==> config.mk <==
export PLATFORM = sky130hd
export DESIGN_NAME = trap_unit
export DESIGN_NICKNAME = d
export VERILOG_FILES = /design/src/rtl/trap_pkg.sv /design/src/rtl/trap_detect.sv /design/src/rtl/trap_csr.sv /design/src/rtl/trap_arbiter.sv /design/src/rtl/trap_unit.sv
export SDC_FILE = /design/constraint.sdc
export NUM_CORES = 1
export LEC_CHECK = 0
export ABC_AREA = 1
export BUFFER_PORTS_ARGS = -buffer_cell sky130_fd_sc_hd__buf_2
export CORE_MARGIN = 3
export CORE_UTILIZATION = 49
export CTS_CLUSTER_SIZE = 40
export DETAILED_ROUTE_END_ITERATION = 10
export GPL_TIMING_DRIVEN = 0
export PLACE_DENSITY = 0.91
export SLEW_MARGIN = 5
export SYNTH_ARGS = -nofsm -noshare
export SYNTH_HDL_FRONTEND = slang
export SYNTH_HIERARCHICAL = 1
export SYNTH_SLANG_ARGS = --single-unit
==> constraint.sdc <==
create_clock -name clk_i -period 2.4 [get_ports clk_i]
set_input_delay 0.12 -clock clk_i [delete_from_list [all_inputs] [get_ports clk_i]]
set_output_delay 0.12 -clock clk_i [all_outputs]
set_load 0.01 [all_outputs]
==> src/rtl/trap_pkg.sv <==
package trap_pkg;
  typedef enum logic [3:0] {
    LVL_NONE  = 4'd0,
    LVL_DIV0  = 4'd8,
    LVL_OVF   = 4'd9,
    LVL_COVF  = 4'd10,
    LVL_SHIFT = 4'd11,
    LVL_STACK = 4'd12,
    LVL_ADDR  = 4'd13,
    LVL_OSC   = 4'd14
  } trap_lvl_e;

  // control/status bit positions
  localparam int unsigned CB_NEST  = 15;
  localparam int unsigned CB_OVA   = 10;
  localparam int unsigned CB_OVB   = 9;
  localparam int unsigned CB_COV   = 8;
  localparam int unsigned ST_MATH  = 4;
  localparam int unsigned ST_ADDR  = 3;
  localparam int unsigned ST_STACK = 2;
  localparam int unsigned ST_OSC   = 1;

  // vector table slot per trap class
  localparam int unsigned SLOT_OSC   = 1;
  localparam int unsigned SLOT_ADDR  = 2;
  localparam int unsigned SLOT_STACK = 3;
  localparam int unsigned SLOT_MATH  = 4;

  typedef struct packed {
    logic [3:0] math;   // [0]=div0 [1]=ovf [2]=covf [3]=shift
    logic       addr;
    logic       stack;
    logic       osc;
  } trap_evt_t;
endpackage

==> src/rtl/trap_detect.sv <==
module trap_detect
  import trap_pkg::*;
#(
  parameter int unsigned AW       = 16,
  parameter int unsigned SH_W     = 5,
  parameter logic [AW-1:0] DATA_TOP = 16'h2000,
  parameter logic [AW-1:0] SP_FLOOR = 16'h0800
) (
  input  logic            div_zero_i,
  input  logic            carry31_a_i,
  input  logic            carry31_b_i,
  input  logic            carry39_a_i,
  input  logic            carry39_b_i,
  input  logic            sat31_a_i,
  input  logic            sat31_b_i,
  input  logic            ova_en_i,
  input  logic            ovb_en_i,
  input  logic            cov_en_i,
  input  logic            sh_valid_i,
  input  logic            sh_byte_i,
  input  logic [SH_W-1:0] sh_cnt_i,
  input  logic            mem_valid_i,
  input  logic            mem_word_i,
  input  logic [AW-1:0]   mem_addr_i,
  input  logic            prog_unimpl_i,
  input  logic            sp_chk_i,
  input  logic [AW-1:0]   sp_i,
  input  logic [AW-1:0]   sp_lim_i,
  input  logic            osc_fail_i,
  output trap_evt_t       evt_o
);
  localparam logic [SH_W-1:0] WORD_MAX = SH_W'(16);
  localparam logic [SH_W-1:0] BYTE_MAX = SH_W'(8);

  logic ovf_a, ovf_b, sh_bad, misalign, data_oob;

  assign ovf_a    = carry31_a_i & ova_en_i & ~sat31_a_i;
  assign ovf_b    = carry31_b_i & ovb_en_i & ~sat31_b_i;
  assign sh_bad   = sh_valid_i & (sh_cnt_i > (sh_byte_i ? BYTE_MAX : WORD_MAX));
  assign misalign = mem_valid_i & mem_word_i & mem_addr_i[0];
  assign data_oob = mem_valid_i & (mem_addr_i >= DATA_TOP);

  always_comb begin
    evt_o.math[0] = div_zero_i;
    evt_o.math[1] = ovf_a | ovf_b;
    evt_o.math[2] = cov_en_i & (carry39_a_i | carry39_b_i);
    evt_o.math[3] = sh_bad;
    evt_o.addr    = misalign | data_oob | prog_unimpl_i;
    evt_o.stack   = sp_chk_i & ((sp_i < SP_FLOOR) | (sp_i > sp_lim_i));
    evt_o.osc     = osc_fail_i;
  end
endmodule

==> src/rtl/trap_csr.sv <==
module trap_csr
  import trap_pkg::*;
#(
  parameter int unsigned AW         = 16,
  parameter logic [AW-1:0] SP_LIM_RST = 16'hFFFF
) (
  input  logic          clk_i,
  input  logic          rst_ni,
  input  trap_evt_t     evt_i,
  input  logic          reg_we_i,
  input  logic          reg_sel_i,
  input  logic [15:0]   reg_wdata_i,
  output logic [15:0]   reg_rdata_o,
  output logic          nest_dis_o,
  output logic          ova_en_o,
  output logic          ovb_en_o,
  output logic          cov_en_o,
  output logic [AW-1:0] sp_lim_o,
  output logic [3:0]    math_cause_o,
  output logic          st_addr_o,
  output logic          st_stack_o,
  output logic          st_osc_o
);
  logic [3:0]    cause_q;
  logic          addr_q, stack_q, osc_q;
  logic          nest_q, ova_q, ovb_q, cov_q;
  logic [AW-1:0] lim_q;
  logic          ctrl_wr, lim_wr;

  assign ctrl_wr = reg_we_i & ~reg_sel_i;
  assign lim_wr  = reg_we_i &  reg_sel_i;

  // status: write-0-to-clear, a new fault in the same cycle wins
  always_ff @(posedge clk_i or negedge rst_ni) begin
    if (!rst_ni) begin
      cause_q <= '0;
      addr_q  <= 1'b0;
      stack_q <= 1'b0;
      osc_q   <= 1'b0;
    end else begin
      cause_q <= ((ctrl_wr & ~reg_wdata_i[ST_MATH])  ? 4'b0 : cause_q) | evt_i.math;
      addr_q  <= ((ctrl_wr & ~reg_wdata_i[ST_ADDR])  ? 1'b0 : addr_q)  | evt_i.addr;
      stack_q <= ((ctrl_wr & ~reg_wdata_i[ST_STACK]) ? 1'b0 : stack_q) | evt_i.stack;
      osc_q   <= ((ctrl_wr & ~reg_wdata_i[ST_OSC])   ? 1'b0 : osc_q)   | evt_i.osc;
    end
  end

  always_ff @(posedge clk_i or negedge rst_ni) begin
    if (!rst_ni) begin
      nest_q <= 1'b0;
      ova_q  <= 1'b0;
      ovb_q  <= 1'b0;
      cov_q  <= 1'b0;
      lim_q  <= SP_LIM_RST;
    end else begin
      if (ctrl_wr) begin
        nest_q <= reg_wdata_i[CB_NEST];
        ova_q  <= reg_wdata_i[CB_OVA];
        ovb_q  <= reg_wdata_i[CB_OVB];
        cov_q  <= reg_wdata_i[CB_COV];
      end
      if (lim_wr) lim_q <= reg_wdata_i[AW-1:0];
    end
  end

  always_comb begin
    reg_rdata_o = '0;
    if (reg_sel_i) begin
      reg_rdata_o[AW-1:0] = lim_q;
    end else begin
      reg_rdata_o[CB_NEST]  = nest_q;
      reg_rdata_o[CB_OVA]   = ova_q;
      reg_rdata_o[CB_OVB]   = ovb_q;
      reg_rdata_o[CB_COV]   = cov_q;
      reg_rdata_o[ST_MATH]  = |cause_q;
      reg_rdata_o[ST_ADDR]  = addr_q;
      reg_rdata_o[ST_STACK] = stack_q;
      reg_rdata_o[ST_OSC]   = osc_q;
    end
  end

  assign nest_dis_o   = nest_q;
  assign ova_en_o     = ova_q;
  assign ovb_en_o     = ovb_q;
  assign cov_en_o     = cov_q;
  assign sp_lim_o     = lim_q;
  assign math_cause_o = cause_q;
  assign st_addr_o    = addr_q;
  assign st_stack_o   = stack_q;
  assign st_osc_o     = osc_q;

  assert_div0_capture_R2: assert property (@(posedge clk_i) disable iff (!rst_ni)
    evt_i.math[0] |=> cause_q[0]);

  assert_sticky_osc_R10: assert property (@(posedge clk_i) disable iff (!rst_ni)
    (osc_q && !(ctrl_wr && !reg_wdata_i[ST_OSC])) |=> osc_q);

  assert_sticky_addr_R10: assert property (@(posedge clk_i) disable iff (!rst_ni)
    (addr_q && !(ctrl_wr && !reg_wdata_i[ST_ADDR])) |=> addr_q);

  assert_no_sw_set_R10: assert property (@(posedge clk_i) disable iff (!rst_ni)
    (!stack_q && !evt_i.stack) |=> !stack_q);
endmodule

==> src/rtl/trap_arbiter.sv <==
module trap_arbiter
  import trap_pkg::*;
#(
  parameter int unsigned VEC_W    = 24,
  parameter logic [VEC_W-1:0] VEC_BASE = 24'h000004
) (
  input  logic             clk_i,
  input  logic             rst_ni,
  input  logic [3:0]       math_cause_i,
  input  logic             st_addr_i,
  input  logic             st_stack_i,
  input  logic             st_osc_i,
  input  logic [3:0]       cpu_ipl_i,
  input  logic             nest_dis_i,
  output logic             trap_req_o,
  output logic [3:0]       trap_level_o,
  output logic [VEC_W-1:0] trap_vec_o
);
  localparam int unsigned NLVL = 16;
  localparam logic [3:0]  HW_MIN = LVL_STACK;

  logic [NLVL-1:0] pend;
  logic [3:0]      lvl;
  int unsigned     slot;
  logic            preempt_ok;

  assign pend = {1'b0, st_osc_i, st_addr_i, st_stack_i, math_cause_i, 8'b0};

  always_comb begin
    lvl = '0;
    for (int i = 8; i < NLVL; i++)
      if (pend[i]) lvl = 4'(i);
  end

  always_comb begin
    unique case (lvl)
      LVL_OSC:   slot = SLOT_OSC;
      LVL_ADDR:  slot = SLOT_ADDR;
      LVL_STACK: slot = SLOT_STACK;
      default:   slot = SLOT_MATH;
    endcase
  end

  // hardware-level service is never preempted; nest disable blocks any trap-on-trap
  assign preempt_ok   = (cpu_ipl_i < HW_MIN) & ~(nest_dis_i & cpu_ipl_i[3]);
  assign trap_req_o   = (lvl != '0) & (lvl > cpu_ipl_i) & preempt_ok;
  assign trap_level_o = lvl;
  assign trap_vec_o   = VEC_BASE + VEC_W'(2 * slot);

  assert_level_bit3_R9: assert property (@(posedge clk_i) disable iff (!rst_ni)
    trap_req_o |-> trap_level_o[3]);

  assert_req_above_cpu_R11: assert property (@(posedge clk_i) disable iff (!rst_ni)
    trap_req_o |-> (trap_level_o > cpu_ipl_i));
endmodule

==> src/rtl/trap_unit.sv <==
module trap_unit
  import trap_pkg::*;
#(
  parameter int unsigned AW         = 16,
  parameter int unsigned SH_W       = 5,
  parameter int unsigned VEC_W      = 24,
  parameter logic [AW-1:0] DATA_TOP   = 16'h2000,
  parameter logic [AW-1:0] SP_FLOOR   = 16'h0800,
  parameter logic [AW-1:0] SP_LIM_RST = 16'hFFFF,
  parameter logic [VEC_W-1:0] VEC_BASE = 24'h000004
) (
  input  logic             clk_i,
  input  logic             rst_ni,
  input  logic             div_zero_i,
  input  logic             carry31_a_i,
  input  logic             carry31_b_i,
  input  logic             carry39_a_i,
  input  logic             carry39_b_i,
  input  logic             sat31_a_i,
  input  logic             sat31_b_i,
  input  logic             sh_valid_i,
  input  logic             sh_byte_i,
  input  logic [SH_W-1:0]  sh_cnt_i,
  input  logic             mem_valid_i,
  input  logic             mem_word_i,
  input  logic [AW-1:0]    mem_addr_i,
  input  logic             prog_unimpl_i,
  input  logic             sp_chk_i,
  input  logic [AW-1:0]    sp_i,
  input  logic             osc_fail_i,
  input  logic [3:0]       cpu_ipl_i,
  input  logic             reg_we_i,
  input  logic             reg_sel_i,
  input  logic [15:0]      reg_wdata_i,
  output logic [15:0]      reg_rdata_o,
  output logic             trap_req_o,
  output logic [3:0]       trap_level_o,
  output logic [VEC_W-1:0] trap_vec_o
);
  trap_evt_t     evt;
  logic          nest_dis, ova_en, ovb_en, cov_en;
  logic [AW-1:0] sp_lim;
  logic [3:0]    math_cause;
  logic          st_addr, st_stack, st_osc;

  trap_detect #(.AW(AW), .SH_W(SH_W), .DATA_TOP(DATA_TOP), .SP_FLOOR(SP_FLOOR)) u_detect (
    .div_zero_i, .carry31_a_i, .carry31_b_i, .carry39_a_i, .carry39_b_i,
    .sat31_a_i, .sat31_b_i,
    .ova_en_i(ova_en), .ovb_en_i(ovb_en), .cov_en_i(cov_en),
    .sh_valid_i, .sh_byte_i, .sh_cnt_i,
    .mem_valid_i, .mem_word_i, .mem_addr_i, .prog_unimpl_i,
    .sp_chk_i, .sp_i, .sp_lim_i(sp_lim), .osc_fail_i,
    .evt_o(evt)
  );

  trap_csr #(.AW(AW), .SP_LIM_RST(SP_LIM_RST)) u_csr (
    .clk_i, .rst_ni, .evt_i(evt),
    .reg_we_i, .reg_sel_i, .reg_wdata_i, .reg_rdata_o,
    .nest_dis_o(nest_dis), .ova_en_o(ova_en), .ovb_en_o(ovb_en), .cov_en_o(cov_en),
    .sp_lim_o(sp_lim), .math_cause_o(math_cause),
    .st_addr_o(st_addr), .st_stack_o(st_stack), .st_osc_o(st_osc)
  );

  trap_arbiter #(.VEC_W(VEC_W), .VEC_BASE(VEC_BASE)) u_arb (
    .clk_i, .rst_ni,
    .math_cause_i(math_cause), .st_addr_i(st_addr), .st_stack_i(st_stack),
    .st_osc_i(st_osc), .cpu_ipl_i, .nest_dis_i(nest_dis),
    .trap_req_o, .trap_level_o, .trap_vec_o
  );

  assert_osc_top_R8: assert property (@(posedge clk_i) disable iff (!rst_ni)
    osc_fail_i |=> (trap_level_o == LVL_OSC));
endmodule

Word level (Yosys, flattened, before mapping). Index checks and enable logic that the tools add are counted.

Output and inout port bits: 45. Flip-flop bits (word level): 27.

Add/subtract/negate cells: 1. Equal/unequal tests: 3. Bitwise gates (word level): 37. Mux-type cells: 19. Order comparisons: 6. Reduce and logical (&&, ||, !) cells: 2.

Operators by type and width (count): $mux W4 (10); $and A1 B1 Y1 (20); $ge A16 B14 Y1 const B (1); $gt A16 B16 Y1 (1); $lt A16 B12 Y1 const B (1); $eq A4 B4 Y1 const B (3); $pmux W3 S3 (1); $not A1 Y1 (8); $or A1 B1 Y1 (8); $mux W3 (2); $add A3 B4 Y5 const A (1); $gt A5 B5 Y1 (1); $mux W1 (5); $mux W5 (1); $gt A4 B4 Y1 (1); $lt A4 B4 Y1 const B (1); $or A4 B4 Y4 (1); $reduce_bool A4 Y1 (1); $reduce_or A4 Y1 (1).

Depth between registers and ports, before layout. Gate-level depths: netlist of run 1.

Word-level depth: 10. Gate-level depth with buffers: 15. Gate-level depth less buffers: 15.

Cells and area by module. The synthesis of run 1 kept the hierarchy.

By module, submodules not included: trap_csr (area an instance 1301.2 um2, times used 1, sequential area each 695.7 um2, cells an instance 161); trap_detect (area an instance 579.3 um2, times used 1, sequential area each 0.0 um2, cells an instance 94); trap_arbiter (area an instance 377.9 um2, times used 1, sequential area each 0.0 um2, cells an instance 64).

Least setup slack after synthesis of run 1. Ideal clock, no wire load.

Path type: register -> output. Start: register u_csr.addr_q (netlist: u_csr/st_addr_o). End: output trap_req_o. Slack: 729 ps. Stages on the path, launching flop included: 8. Data arrival time: 1551 ps. Buffers on the path: 0. Path through: dfrtp_1 > o31ai_1 > ha_1 > nand2_1 > nor2_1 > nor2_1 > nand2_1 > nor2_2.

Cells in the longest elaborated chain, start to end: 5. Elaborated cells on any way between the ends: 6. Those cells by class: order compare (1); mux (2); bitwise (2); reduce/logical (1).

Ends and longest elaborated chain: start, declared (RTL line trap_csr.sv:25) `logic addr_q, stack_q, osc_q;`; start signal, assigned (RTL line trap_csr.sv:42) `addr_q <= ((ctrl_wr & ~reg_wdata_i[ST_ADDR]) ? 1'b0 : addr_q) | evt_i.addr;`; $mux W4 * (2 in series) (RTL line trap_arbiter.sv:32) `if (pend[i]) lvl = 4'(i);`; net trap_level_o[1] (RTL line trap_unit.sv:37) `output logic [3:0] trap_level_o,`; $gt A4 B4 Y1 / $reduce_bool A4 Y1 (equally long branches) (RTL line trap_arbiter.sv:46) `assign trap_req_o = (lvl != '0) & (lvl > cpu_ipl_i) & preempt_ok;`; $and A1 B1 Y1 * (2 in series) (RTL line trap_arbiter.sv:46); end, declared (RTL line trap_unit.sv:36) `output logic trap_req_o,`.

Mark *: on every way through the listed nets, which the timed path passes. The rest lies on a longest branch.

Worst setup path after layout of run 1.
Start: register u_csr.cause_q[2] (netlist: u_csr/math_cause_o[2]). End: output trap_req_o.

Cells in the longest elaborated chain, start to end: 8. Elaborated cells on any way between the ends: 9. Those cells by class: order compare (1); mux (5); bitwise (2); reduce/logical (1).

Ends and longest elaborated chain: start, declared (RTL line trap_csr.sv:24) `logic [3:0] cause_q;`; start signal, assigned (RTL line trap_csr.sv:41) `cause_q <= ((ctrl_wr & ~reg_wdata_i[ST_MATH]) ? 4'b0 : cause_q) | evt_i.math;`; $mux W4 * (5 in series) (RTL line trap_arbiter.sv:32); $gt A4 B4 Y1 / $reduce_bool A4 Y1 (equally long branches) (RTL line trap_arbiter.sv:46); $and A1 B1 Y1 * (2 in series) (RTL line trap_arbiter.sv:46).

Every way passes the cells marked *; elsewhere a longest branch is shown, timed or not.

==> results of run 1 <==
## where the power goes
part           leakage (nW)  internal [mW]  switching, mW
sequential            0.287          0.538         0.0513
clock                0.0255          0.116          0.134
combinational          1.46          0.209          0.254
total                  1.77          0.864          0.439
## layout make-up
class	count	share of cell area (%)
buffer	31	8.33
clock buffer	3	1.44
clock inverter	1	0.174
inverter	61	7.98
multi-input combinational	220	40.8
sequential	27	24.2
tap	52	2.27
timing repair buffer	84	14.8
## synthesized netlist by cell type, types with 2 or more instances
| cell type | instances | area, sq um |
|---|---|---|
| a21oi_1 | 8 | 40.0 |
| a21oi_2 | 2 | 17.5 |
| buf_2 | 2 | 10.0 |
| buf_4 | 26 | 195 |
| buf_6 | 3 | 33.8 |
| dfrtp_1 | 11 | 275 |
| dfstp_2 | 16 | 420 |
| ha_1 | 22 | 275 |
| inv_1 | 56 | 210 |
| inv_2 | 5 | 18.8 |
| nand2_1 | 106 | 398 |
| nand2_2 | 2 | 12.5 |
| nand3_1 | 15 | 75.1 |
| nor2_1 | 13 | 48.8 |
| nor2_2 | 3 | 18.8 |
| nor3_1 | 2 | 10.0 |
| o21ai_0 | 5 | 25.0 |
| o21ai_1 | 2 | 10.0 |
| o21ai_2 | 8 | 70.1 |
| o31ai_1 | 2 | 15.0 |
## logic make-up (layout without fill, tap and decap cells)
| group | count (synthesis) | after routing | share of synthesized area [%] |
|---|---|---|---|
| simple gates | 146 | 146 | 26.9 |
| fa+ha+maj | 22 | 22 | 12.2 |
| compound gates | 31 | 31 | 9.20 |
| buf+inv | 92 | 180 | 20.7 |
| flops | 27 | 27 | 30.8 |
| other cells | 1 | 21 | 0.166 |
## per-stage QoR
| stage | std cells | area, sq um | hold slack (ns) |
|---|---|---|---|
| 5_1_grt | 479 | 2870 | 0.0470 |
| 6_report | 479 | 2870 | 0.0305 |
| 4_1_cts | 479 | 2870 | 0.0362 |
| 3_3_place_gp | 474 | 2810 | 0.146 |
| 2_1_floorplan | 339 | 2330 | -0.176 |
| 3_5_place_dp | 474 | 2810 | 0.148 |
## worst register-to-register path, cell delays in order, from the launching register on
cell	delay, ns
dfstp_2	0.56
inv_1	0.05
ha_1	0.30
a21oi_1	0.15
o21ai_0	0.10
a21oi_1	0.15
nand2_1	0.07
nand2_1	0.07
a21oi_2	0.05
inv_1	0.07
nand2_1	0.05
## registers in the layout, summed over array words and instances (netlist names)
register and count:
u_csr/st_osc_o 1, u_csr/st_stack_o 1, u_csr/cov_en_o 1, u_csr/nest_dis_o 1, u_csr/ovb_en_o 1, u_csr/st_addr_o 1, u_csr/sp_lim_o 16, u_csr/ova_en_o 1
u_csr/math_cause_o 4
## routing by layer
layer / track usage (%) / up-vias
met1: 20.5 / 969
li1: - / 1145
met3: 3.28 / 6
met4: 2.82 / 0
met5: 0 / -
met2: 34.8 / 82
## worst min-delay path by stage
stage / start / to / slack, ns / depth (start not counted)
after floorplan: rst_ni / u_csr/cov_en_o / -0.18 / 0
after global placement: rst_ni / u_csr/ovb_en_o / 0.15 / 1
after detailed placement: rst_ni / u_csr/ovb_en_o / 0.15 / 1
after CTS: div_zero_i / u_csr/math_cause_o[0] / 0.04 / 3
after global routing: osc_fail_i / u_csr/st_osc_o / 0.05 / 3
final: div_zero_i / u_csr/math_cause_o[0] / 0.03 / 3
==> metrics, run 1 <==
outcome=completed; Worst Reg-to-Reg Cells=10; Final Wtd Congestion=around 0.91; fill count=410; Antenna diodes=0; area of the multi-input gates=roughly 1200 sq um; min cycle time layout=just over 2 ns; DIE HEIGHT=around 74 um; Sink Count=27; PD cells=around 450 nW/um^2; Worst R2R Start=u_csr/sp_lim_o[15]; 1st-pass router iterations=4; commonest cells after routing, fill and taps aside=nand2_1 (106), buf_2 (85), inv_1 (56), buf_4 (26), ha_1 (22); Worst path max stage delay=0.41 ns; register area=slightly below 700 sq um; Cell Rows=24; Metal-1 WL=between 2000 and 2500 um; Async SR Flop Fraction=between 90% and 100%; Final Max Tran Viols=0; Starting DRT DRC Count=46; clk root buf=clkbuf_8; initial core utilization=51.2%; terminus of the critical flop-to-flop path=u_csr/st_stack_o; initial antenna violation count=0; htree depth=1; Worst EP required=between 2 and 2.5 ns; Final Hold Viols=0; Syn Inst Count=approximately 320; final setup TNS=0 ns; Vias=~2,200; pin count of the biggest net entering global routing=28; Tot GR Track Use=between 15 and 20%; Tcrit/Tclk final=84.9%; register-to-register setup slack=a little under 0.7 ns; Clock transition at path regs=about 0.09 ns; clock skew=0.00947 ns; YS warnings=6; first element of the critical path=u_csr/math_cause_o[2]; max_slew headroom=62.3%; critical path depth in cells=11; Worst Path Buf+Inv=2; Seq/Total Area, Yosys=30.8%; DR WL met2=~2600 um; synthesized area=2260 sq um; Slew @ Worst Pin=0.566 ns; Leakage=~1.8 nW; DRC Markers=0; wire per inst=between 10 and 15 um; number of synthesized register bits=27; maximum clock path buffer count=2; Final nets=525; cts hold-fix bufs=1; RSZ-0062 raised after global routing=false; gr ovfl total=0; layout cell share with drive strength beyond 1=36.8%; DP HPWL=~4300 um; final worst slack=roughly 0.36 ns; critical path, cell by cell=nor2_1 > nand2_1 > nor2_2 > inv_1 > ha_1 > nand2_1 > nor2_1 > nor2_1 > nand2_1 > nor2_2 > buf_2; Post-CTS Setup Repair Bufs=0; Core Footprint=between 4000 and 5000 sq um; Place WS=around 0.7 ns; post-route ant nets=0; met3 WL post-DR=381 um; Hold Path Class=in2reg; fmax=491 MHz; CP arrival=between 1.5 and 2 ns; CP delay by family, top=simple AND/OR/NAND/NOR gates; number of synthesized flops with an enable pin=0; I/O pins=120; clk_lat worst skew=between 0.2 and 0.3 ns; max_cap viols=0; Via-to-Cell Ratio=around 4.6; Util after Layout=around 65%; DR top layer=met4; Critical Path Fanout Max=4; global-route wire length before repair=about 7900 um; post-synthesis average cell area=about 7.1 sq um; setup violators final=0; Layout area overhead=27.1%; crit path capture type=output pin; die area=between 5000 and 6000 sq um; # resized after CTS=0; number of global-route vias before repair=just under 2,000; CP Class=reg2out; Slowest-stage cell, CP=dfrtp_1; Peak supply drop=between 400 and 500 uV; Synth cell types=30; Design Power=between 1 and 1.5 mW; TritonCTS clock tree=done; PortBufs=83; commonest non-fill, non-tap cell in the layout=nand2_1; crit start category=register; final wirelength=around 5000 um; top_reg_cell synth=dfstp_2; Die Span X=around 74 um; worst setup path end=trap_req_o; CTS Buf Count=3
No activity file was read; power rests on OpenSTA's default activity.
==> inputs of run 2 (changes only) <==
CORE_UTILIZATION = 41   (was 49)
PLACE_DENSITY = 0.82   (was 0.91)
clock period = 1.73 ns   (was 2.4 ns; I/O delays follow)
==> run 2 against run 1 <==
Effect of this change: the flow now finishes with violations (setup timing); critical path depth is 2 higher; clock skew decreased by 0.0068 ns; setup slack got worse by 0.60 ns; clock-buffer cell count did not move; via count increased by 1.4%.
==> metrics, run 2 (synthesis gave the netlist of run 1 again) <==
outcome=complete, but fails checks (was completed); failing checks=setup timing; min cycle time layout=roughly 2.0 ns; RSZ-0062 raised after global routing=true (was false); I/O pins=120 (unchanged); Clock transition at path regs=0.09 ns (about the same); register-to-register setup slack=0.02 ns (was 0.69 ns); Tcrit/Tclk final=113%; CP arrival=1.88 ns (was 1.92 ns); setup violators final=1 (was 0); Cell Rows=26 (was 24); met2 usage=32.0% (was 34.8%); Critical Path Fanout Max=4 (unchanged); final worst slack=-0.232 ns (was 0.363 ns); Place WS=-0.00247 ns (was 0.685 ns); CTS Buf Count=3 (unchanged); dpl cell area=2840 sq um (was 2810 sq um); Tot GR Track Use=17.0% (was 18.0%); clock skew=0.00270 ns (was 0.00947 ns); Leakage=1.85 nW (was 1.77 nW); max_slew headroom=60.6% (was 62.3%); Sink Count=27 (unchanged); PortBufs=83 (unchanged); Min-Delay Path Depth=3 (unchanged); Final Hold Viols=0 (unchanged); Worst Reg-to-Reg Cells=9 (was 10); htree depth=1 (unchanged); pin count of the biggest net entering global routing=28 (unchanged); Fin Hold WS=0.0177 ns (was 0.0305 ns); Util after Layout=59.2% (was 65.0%); DRC Markers=0 (unchanged); 1st-pass router iterations=4 (unchanged); die area=6440 sq um (was 5460 sq um); global-route wire length before repair=8780 um (was 7870 um); CP Class=reg2out (unchanged); Die Span X=80.2 um (was 73.9 um); critical path depth in cells=13 (was 11); Antenna diodes=0 (unchanged); commonest non-fill, non-tap cell in the layout=nand2_1 (unchanged); post-route ant nets=0 (unchanged); DIE HEIGHT=80.2 um (was 73.9 um); max_cap viols=0 (unchanged); Layout area overhead=36.5% (was 27.1%); CP delay by family, top=simple AND/OR/NAND/NOR gates (unchanged); wire per inst=10.8 um (was 10.5 um); fmax=510 MHz; clk_lat worst skew=0.27 ns (about the same); gr busiest metal=met2 (unchanged); Slew @ Worst Pin=0.591 ns (was 0.566 ns); Worst Path Buf+Inv=3 (was 2); Worst R2R Start=u_csr/sp_lim_o[13] (was u_csr/sp_lim_o[15]); Peak supply drop=538 uV (was 448 uV); most frequent CP cell=nand2_1; crit path capture type=output pin (unchanged); non-filler cells, final=511 (was 479); Final nets=539 (was 525); Design Area, Final=3080 sq um (was 2870 sq um); critical path, cell by cell=inv_1 > nand2_1 > nand2_1 > nand2_1 > a21oi_2 > inv_1 > ha_1 > nand2_1 > nor2_1 > nor2_1 > nand2_1 > nor2_2 > buf_2 (was nor2_1 > nand2_1 > nor2_2 > inv_1 > ha_1 > nand2_1 > nor2_1 > nor2_1 > nand2_1 > nor2_2 > buf_2); Worst EP required=1.64 ns (was 2.28 ns); met3 usage=3.70% (was 3.28%); worst setup path end=trap_req_o (unchanged); gr ovfl total=0 (unchanged); number of global-route vias before repair=2,057 (was 1,964); DP HPWL=4520 um (was 4340 um); Starting DRT DRC Count=60 (was 46); Vias=2,233 (was 2,202); Final Wtd Congestion=0.800 (was 0.910); final wirelength=5530 um (was 5010 um); initial core utilization=43.4% (was 51.2%); clk root buf=clkbuf_8 (unchanged); crit start category=register (unchanged); terminus of the critical flop-to-flop path=u_csr/st_stack_o (unchanged); Hold Path Class=in2reg (unchanged); first element of the critical path=u_csr/math_cause_o[2] (unchanged); TritonCTS clock tree=done (unchanged); final setup TNS=-0.232 ns (was 0 ns); layout cell share with drive strength beyond 1=40.6% (was 36.8%); Design Power=1.88 mW (was 1.30 mW); maximum clock path buffer count=2 (unchanged); Final Max Tran Viols=0 (unchanged); Worst path max stage delay=0.42 ns (was 0.41 ns); Cells after DPL=492 (was 474); max reg flops=16 (unchanged); Slowest-stage cell, CP=dfrtp_1 (unchanged); PD cells=608 nW/um^2 (was 454 nW/um^2); Via-to-Cell Ratio=4.37 (was 4.60); commonest cells after routing, fill and taps aside=nand2_1 (106), buf_2 (85), inv_1 (55), buf_4 (38), conb_1 (21) (was nand2_1 (106), buf_2 (85), inv_1 (56), buf_4 (26), ha_1 (22)); Core Footprint=5200 sq um (was 4410 sq um); initial antenna violation count=0 (unchanged); GR Util met1=19.7% (was 20.5%)
==> run 2: how the worst min path moves through the flow <==
stage	startpoint	endpoint	slack, ns
finish	reg_wdata_i[13]	u_csr/sp_lim_o[13]	0.02
global route	reg_wdata_i[11]	u_csr/sp_lim_o[11]	0.02
CTS	reg_wdata_i[13]	u_csr/sp_lim_o[13]	0.02
detailed placement	rst_ni	u_csr/math_cause_o[0]	0.12
global placement	rst_ni	u_csr/math_cause_o[2]	0.12
floorplan	rst_ni	u_csr/cov_en_o	-0.21
==> run 2: what timing repair did <==
item,CTS,global route
hold buffers,3,0
resized for setup,3,8
setup buffers,12,0
setup endpoints to repair,1,2
pin swaps,4,1
endpoints found under the hold margin,13,0
gates cloned,0,0
==> run 2: report_power, final <==
group	switching, mW	internal [mW]
Sequential	0.0689	0.746
Clock	0.191	0.161
Combinational	0.383	0.326
==> run 2: final cells by class <==
cell class | count | area (sq um)
plain buffers | 31 | 239
clock buffers | 3 | 41.3
clock inverters | 1 | 5.00
fillers | 503 | 2120
inverters | 61 | 229
multi-input cells | 220 | 1250
flip-flops and latches | 27 | 697
well taps | 70 | 87.6
repair buffers | 98 | 536
==> run 2: worst register-to-register path, delay by kind of cell (launching register included) <==
kind                       cells  cell delay (ns)
DFF                            1             0.56
AOI/OAI and AO/OA              1             0.05
adders and majority gates      1             0.29
buffers and inverters          2             0.12
and+or+nand+nor                5             0.59
==> run 2: routing by layer <==
metal / share of wire (%) / wire length, um / vias up
met4: 0.80 / 44 / 0
met5: 0 / 0 / -
li1: - / - / 1176
met2: 51 / 2800 / 67
met1: 41 / 2280 / 986
met3: 7.3 / 401 / 4
==> inputs of run 3 (changes only) <==
ABC_AREA = not set   (was 1)
CORE_UTILIZATION = 40   (was 41)
==> run 3 against run 2 <==
Effect of this change: the flow still finishes with violations (setup timing); critical path depth shrank 6; combinational power is 1% lower; setup slack got worse by 0.55 ns; routed wire length fell by 9.5%; global-route usage fell by 0.66 points; largest cell class unchanged; highest routed layer unchanged.
==> metrics, run 3 <==
outcome=complete, but fails checks (unchanged); failing checks=setup timing (unchanged); Async SR Flop Fraction=100% (unchanged); Final Wtd Congestion=0.828 (was 0.800); number of global-route vias before repair=1,770 (was 2,057); commonest non-fill, non-tap cell in the layout=buf_2 (was nand2_1); final worst slack=-0.779 ns (was -0.232 ns); DRC Markers=0 (unchanged); Via-to-Cell Ratio=4.59 (was 4.37); synthesized area=2090 sq um (was 2260 sq um); Slew @ Worst Pin=0.612 ns (was 0.591 ns); Final Hold Viols=0 (unchanged); clk root buf=clkbuf_8 (unchanged); sw frac=31.5% (was 34.2%); crit path capture type=output pin (unchanged); Synth cell types=38 (was 30); Area contributors post-synth=dfstp_2 (20%), mux2_2 (15%), dfrtp_1 (13%) (was dfstp_2 (19%), nand2_1 (18%), dfrtp_1 (12%)); Util after Layout=59.5% (was 59.2%); initial core utilization=42.9% (was 43.4%); Hold Path Class=in2reg (unchanged); Layout area overhead=38.7% (was 36.5%); 1st-pass router iterations=4 (unchanged); Sink Count=27 (unchanged); DIE HEIGHT=78.4 um (was 80.2 um); clock skew=0.00158 ns (was 0.00270 ns); crit start category=register (unchanged); Cell Rows=25 (was 26); CTS Buf Count=3 (unchanged); global-route wire length before repair=8050 um (was 8780 um); Die Span X=78.4 um (was 80.2 um); Critical Path Fanout Max=2 (was 4); die area=6140 sq um (was 6440 sq um); Leakage=1.48 nW (was 1.85 nW); dominant cell type by area after synthesis=dfstp_2 (unchanged); wire per inst=12.8 um (was 10.8 um); htree depth=1 (unchanged); CP Class=reg2out (unchanged); commonest cells after routing, fill and taps aside=buf_2 (83), buf_4 (30), mux2_2 (27), inv_1 (22), conb_1 (21) (was nand2_1 (106), buf_2 (85), inv_1 (55), buf_4 (38), conb_1 (21)); TritonCTS clock tree=done (unchanged); top_reg_cell synth=dfstp_2 (unchanged); Tcrit/Tclk final=145% (was 113%); YS warnings=6 (unchanged); post-synthesis average cell area=10.2 sq um (was 7.08 sq um); Peak supply drop=692 uV (was 538 uV); Clock transition at path regs=0.09 ns (about the same); initial antenna violation count=0 (unchanged); PD cells=652 nW/um^2 (was 608 nW/um^2); layout cell share with drive strength beyond 1=57.0% (was 40.6%); I/O pins=120 (unchanged); Design Area, Final=2900 sq um (was 3080 sq um); Final Max Tran Viols=0 (unchanged); Seq/Total Area, Yosys=33.2% (was 30.8%); pin count of the biggest net entering global routing=28 (unchanged); fmax=399 MHz (was 510 MHz); Worst EP required=1.64 ns (about the same); RSZ-0062 raised after global routing=true (unchanged); Starting DRT DRC Count=65 (was 60); DP HPWL=4050 um (was 4520 um); dpl cell area=2700 sq um (was 2840 sq um); max_slew headroom=59.2% (was 60.6%); max reg flops=16 (unchanged); Int Pwr=1.30 mW (was 1.23 mW); Final nets=421 (was 539); fill count=431 (was 503); Vias=1,792 (was 2,233); final wirelength=5000 um (was 5530 um); Tot GR Track Use=16.4% (was 17.0%); Core Footprint=4880 sq um (was 5200 sq um); PortBufs=84 (was 83); Synth top area share=20.1% (was 18.6%); number of synthesized flops with an enable pin=0 (unchanged); number of synthesized register bits=27 (unchanged); CP arrival=2.42 ns (was 1.88 ns); clk_lat worst skew=0.27 ns (about the same); Comb power frac=37.0% (was 37.8%); setup violators final=3 (was 1); post-route ant nets=0 (unchanged); maximum clock path buffer count=2 (unchanged); max_cap viols=0 (unchanged); count leader, synth=mux2_2 (was nand2_1); min cycle time layout=2.51 ns (was 1.96 ns); commonest cells in the netlist=mux2_2 (27), inv_1 (25), buf_4 (24) (was nand2_1 (106), inv_1 (56), buf_4 (26)); gr ovfl total=0 (unchanged); Syn Inst Count=206 (was 319); P_sw=597 uW (was 642 uW); Design Power=1.89 mW (was 1.88 mW); Clk pwr share=19.1% (was 18.8%); Antenna diodes=0 (unchanged); Flop pwr share=43.9% (was 43.5%)
[run 3: changes by cell type in the layout (fill, tap and decap cells not counted), sizes merged, moves of 10 or more]
cell,delta
inv,-36
nor2,-12
nand2,-101
nand3,-14
mux2,+27
buf,-10
[run 3: through the flow]
step           hold WS (ns)  TNS (ns)  cells  worst slack [ns]
2_1_floorplan        -0.209    -0.680    226            -0.466
3_3_place_gp          0.128    -0.899    377            -0.549
3_5_place_dp          0.137    -0.982    377            -0.599
4_1_cts              0.0316     -1.32    390            -0.778
5_1_grt              0.0153     -1.57    390            -0.868
6_report             0.0379     -1.30    390            -0.779
[run 3: power by group through the flow]
stage	logic (mW)	registers, mW	clock network (mW)
finish	0.700	0.832	0.361
global route	0.781	0.848	0.414
CTS	0.688	0.832	0.380
detailed placement	0.641	0.850	0
global placement	0.619	0.841	0
floorplan	0.430	0.823	0
[run 3: worst max-delay path, cell delays in order, from the launching register on]
cell and delay, ns:
dfrtp_1 0.40, or3_4 0.39, or4b_4 0.51, ha_4 0.30, nand3_4 0.07, o221ai_2 0.17, o2111a_1 0.18, buf_2 0.12
[run 3: metal layers]
| metal | vias to the layer above | share of wire (%) | global-route usage [%] |
|---|---|---|---|
| li1 | 907 | - | - |
| met1 | 806 | 41 | 19.1 |
| met2 | 71 | 50 | 29.3 |
| met3 | 8 | 7.3 | 4.47 |
| met4 | 0 | 1.4 | 4.37 |
| met5 | - | 0 | 0 |
[run 3: cell type report]
| cell class | count | area, sq um | area share, % |
|---|---|---|---|
| clock buffers | 3 | 41.3 | 1.42 |
| well taps | 67 | 83.8 | 2.89 |
| flip-flops and latches | 27 | 698 | 24.0 |
| multi-input cells | 147 | 1270 | 43.9 |
| repair buffers | 93 | 502 | 17.3 |
| inverters | 25 | 93.8 | 3.23 |
| clock inverters | 1 | 5.00 | 0.172 |
| plain buffers | 27 | 206 | 7.11 |
[run 3: kinds of logic after synthesis]
family | Yosys count | share of synthesized area, %
AO/OA/AOI/OAI | 37 | 11.8
adder cells (fa/ha/maj) | 22 | 13.1
buffers and inverters | 52 | 14.3
flip-flops | 27 | 33.2
multiplexers | 27 | 14.5
other | 1 | 0.179
AND/OR/NAND/NOR | 40 | 12.8
[run 3: what timing repair did]
item / in CTS / in global routing
setup buffers: 6 / 0
hold buffers: 3 / 0
gates resized for setup: 9 / 5
endpoints found under the hold margin: 13 / 0
endpoints found under the setup margin: 3 / 3
pin swaps: 2 / 1
cloned: 0 / 0
[run 3: final timing paths]
| kind | startpoint | endpoint | slack, ns | depth (start not counted) |
|---|---|---|---|---|
| hold / removal | reg_wdata_i[12] | u_csr/sp_lim_o[12] | 0.04 | 2 |
| hold reg to reg | u_csr/math_cause_o[0] | u_csr/math_cause_o[0] | 0.52 | 1 |
| setup / recovery | u_csr/st_osc_o | trap_req_o | -0.78 | 7 |
| min in group asynchronous | rst_ni | u_csr/ova_en_o | 0.36 | 2 |
| max in group asynchronous | rst_ni | u_csr/st_addr_o | 0.94 | 2 |
| setup reg to reg | u_csr/sp_lim_o[10] | u_csr/st_stack_o | -0.32 | 7 |
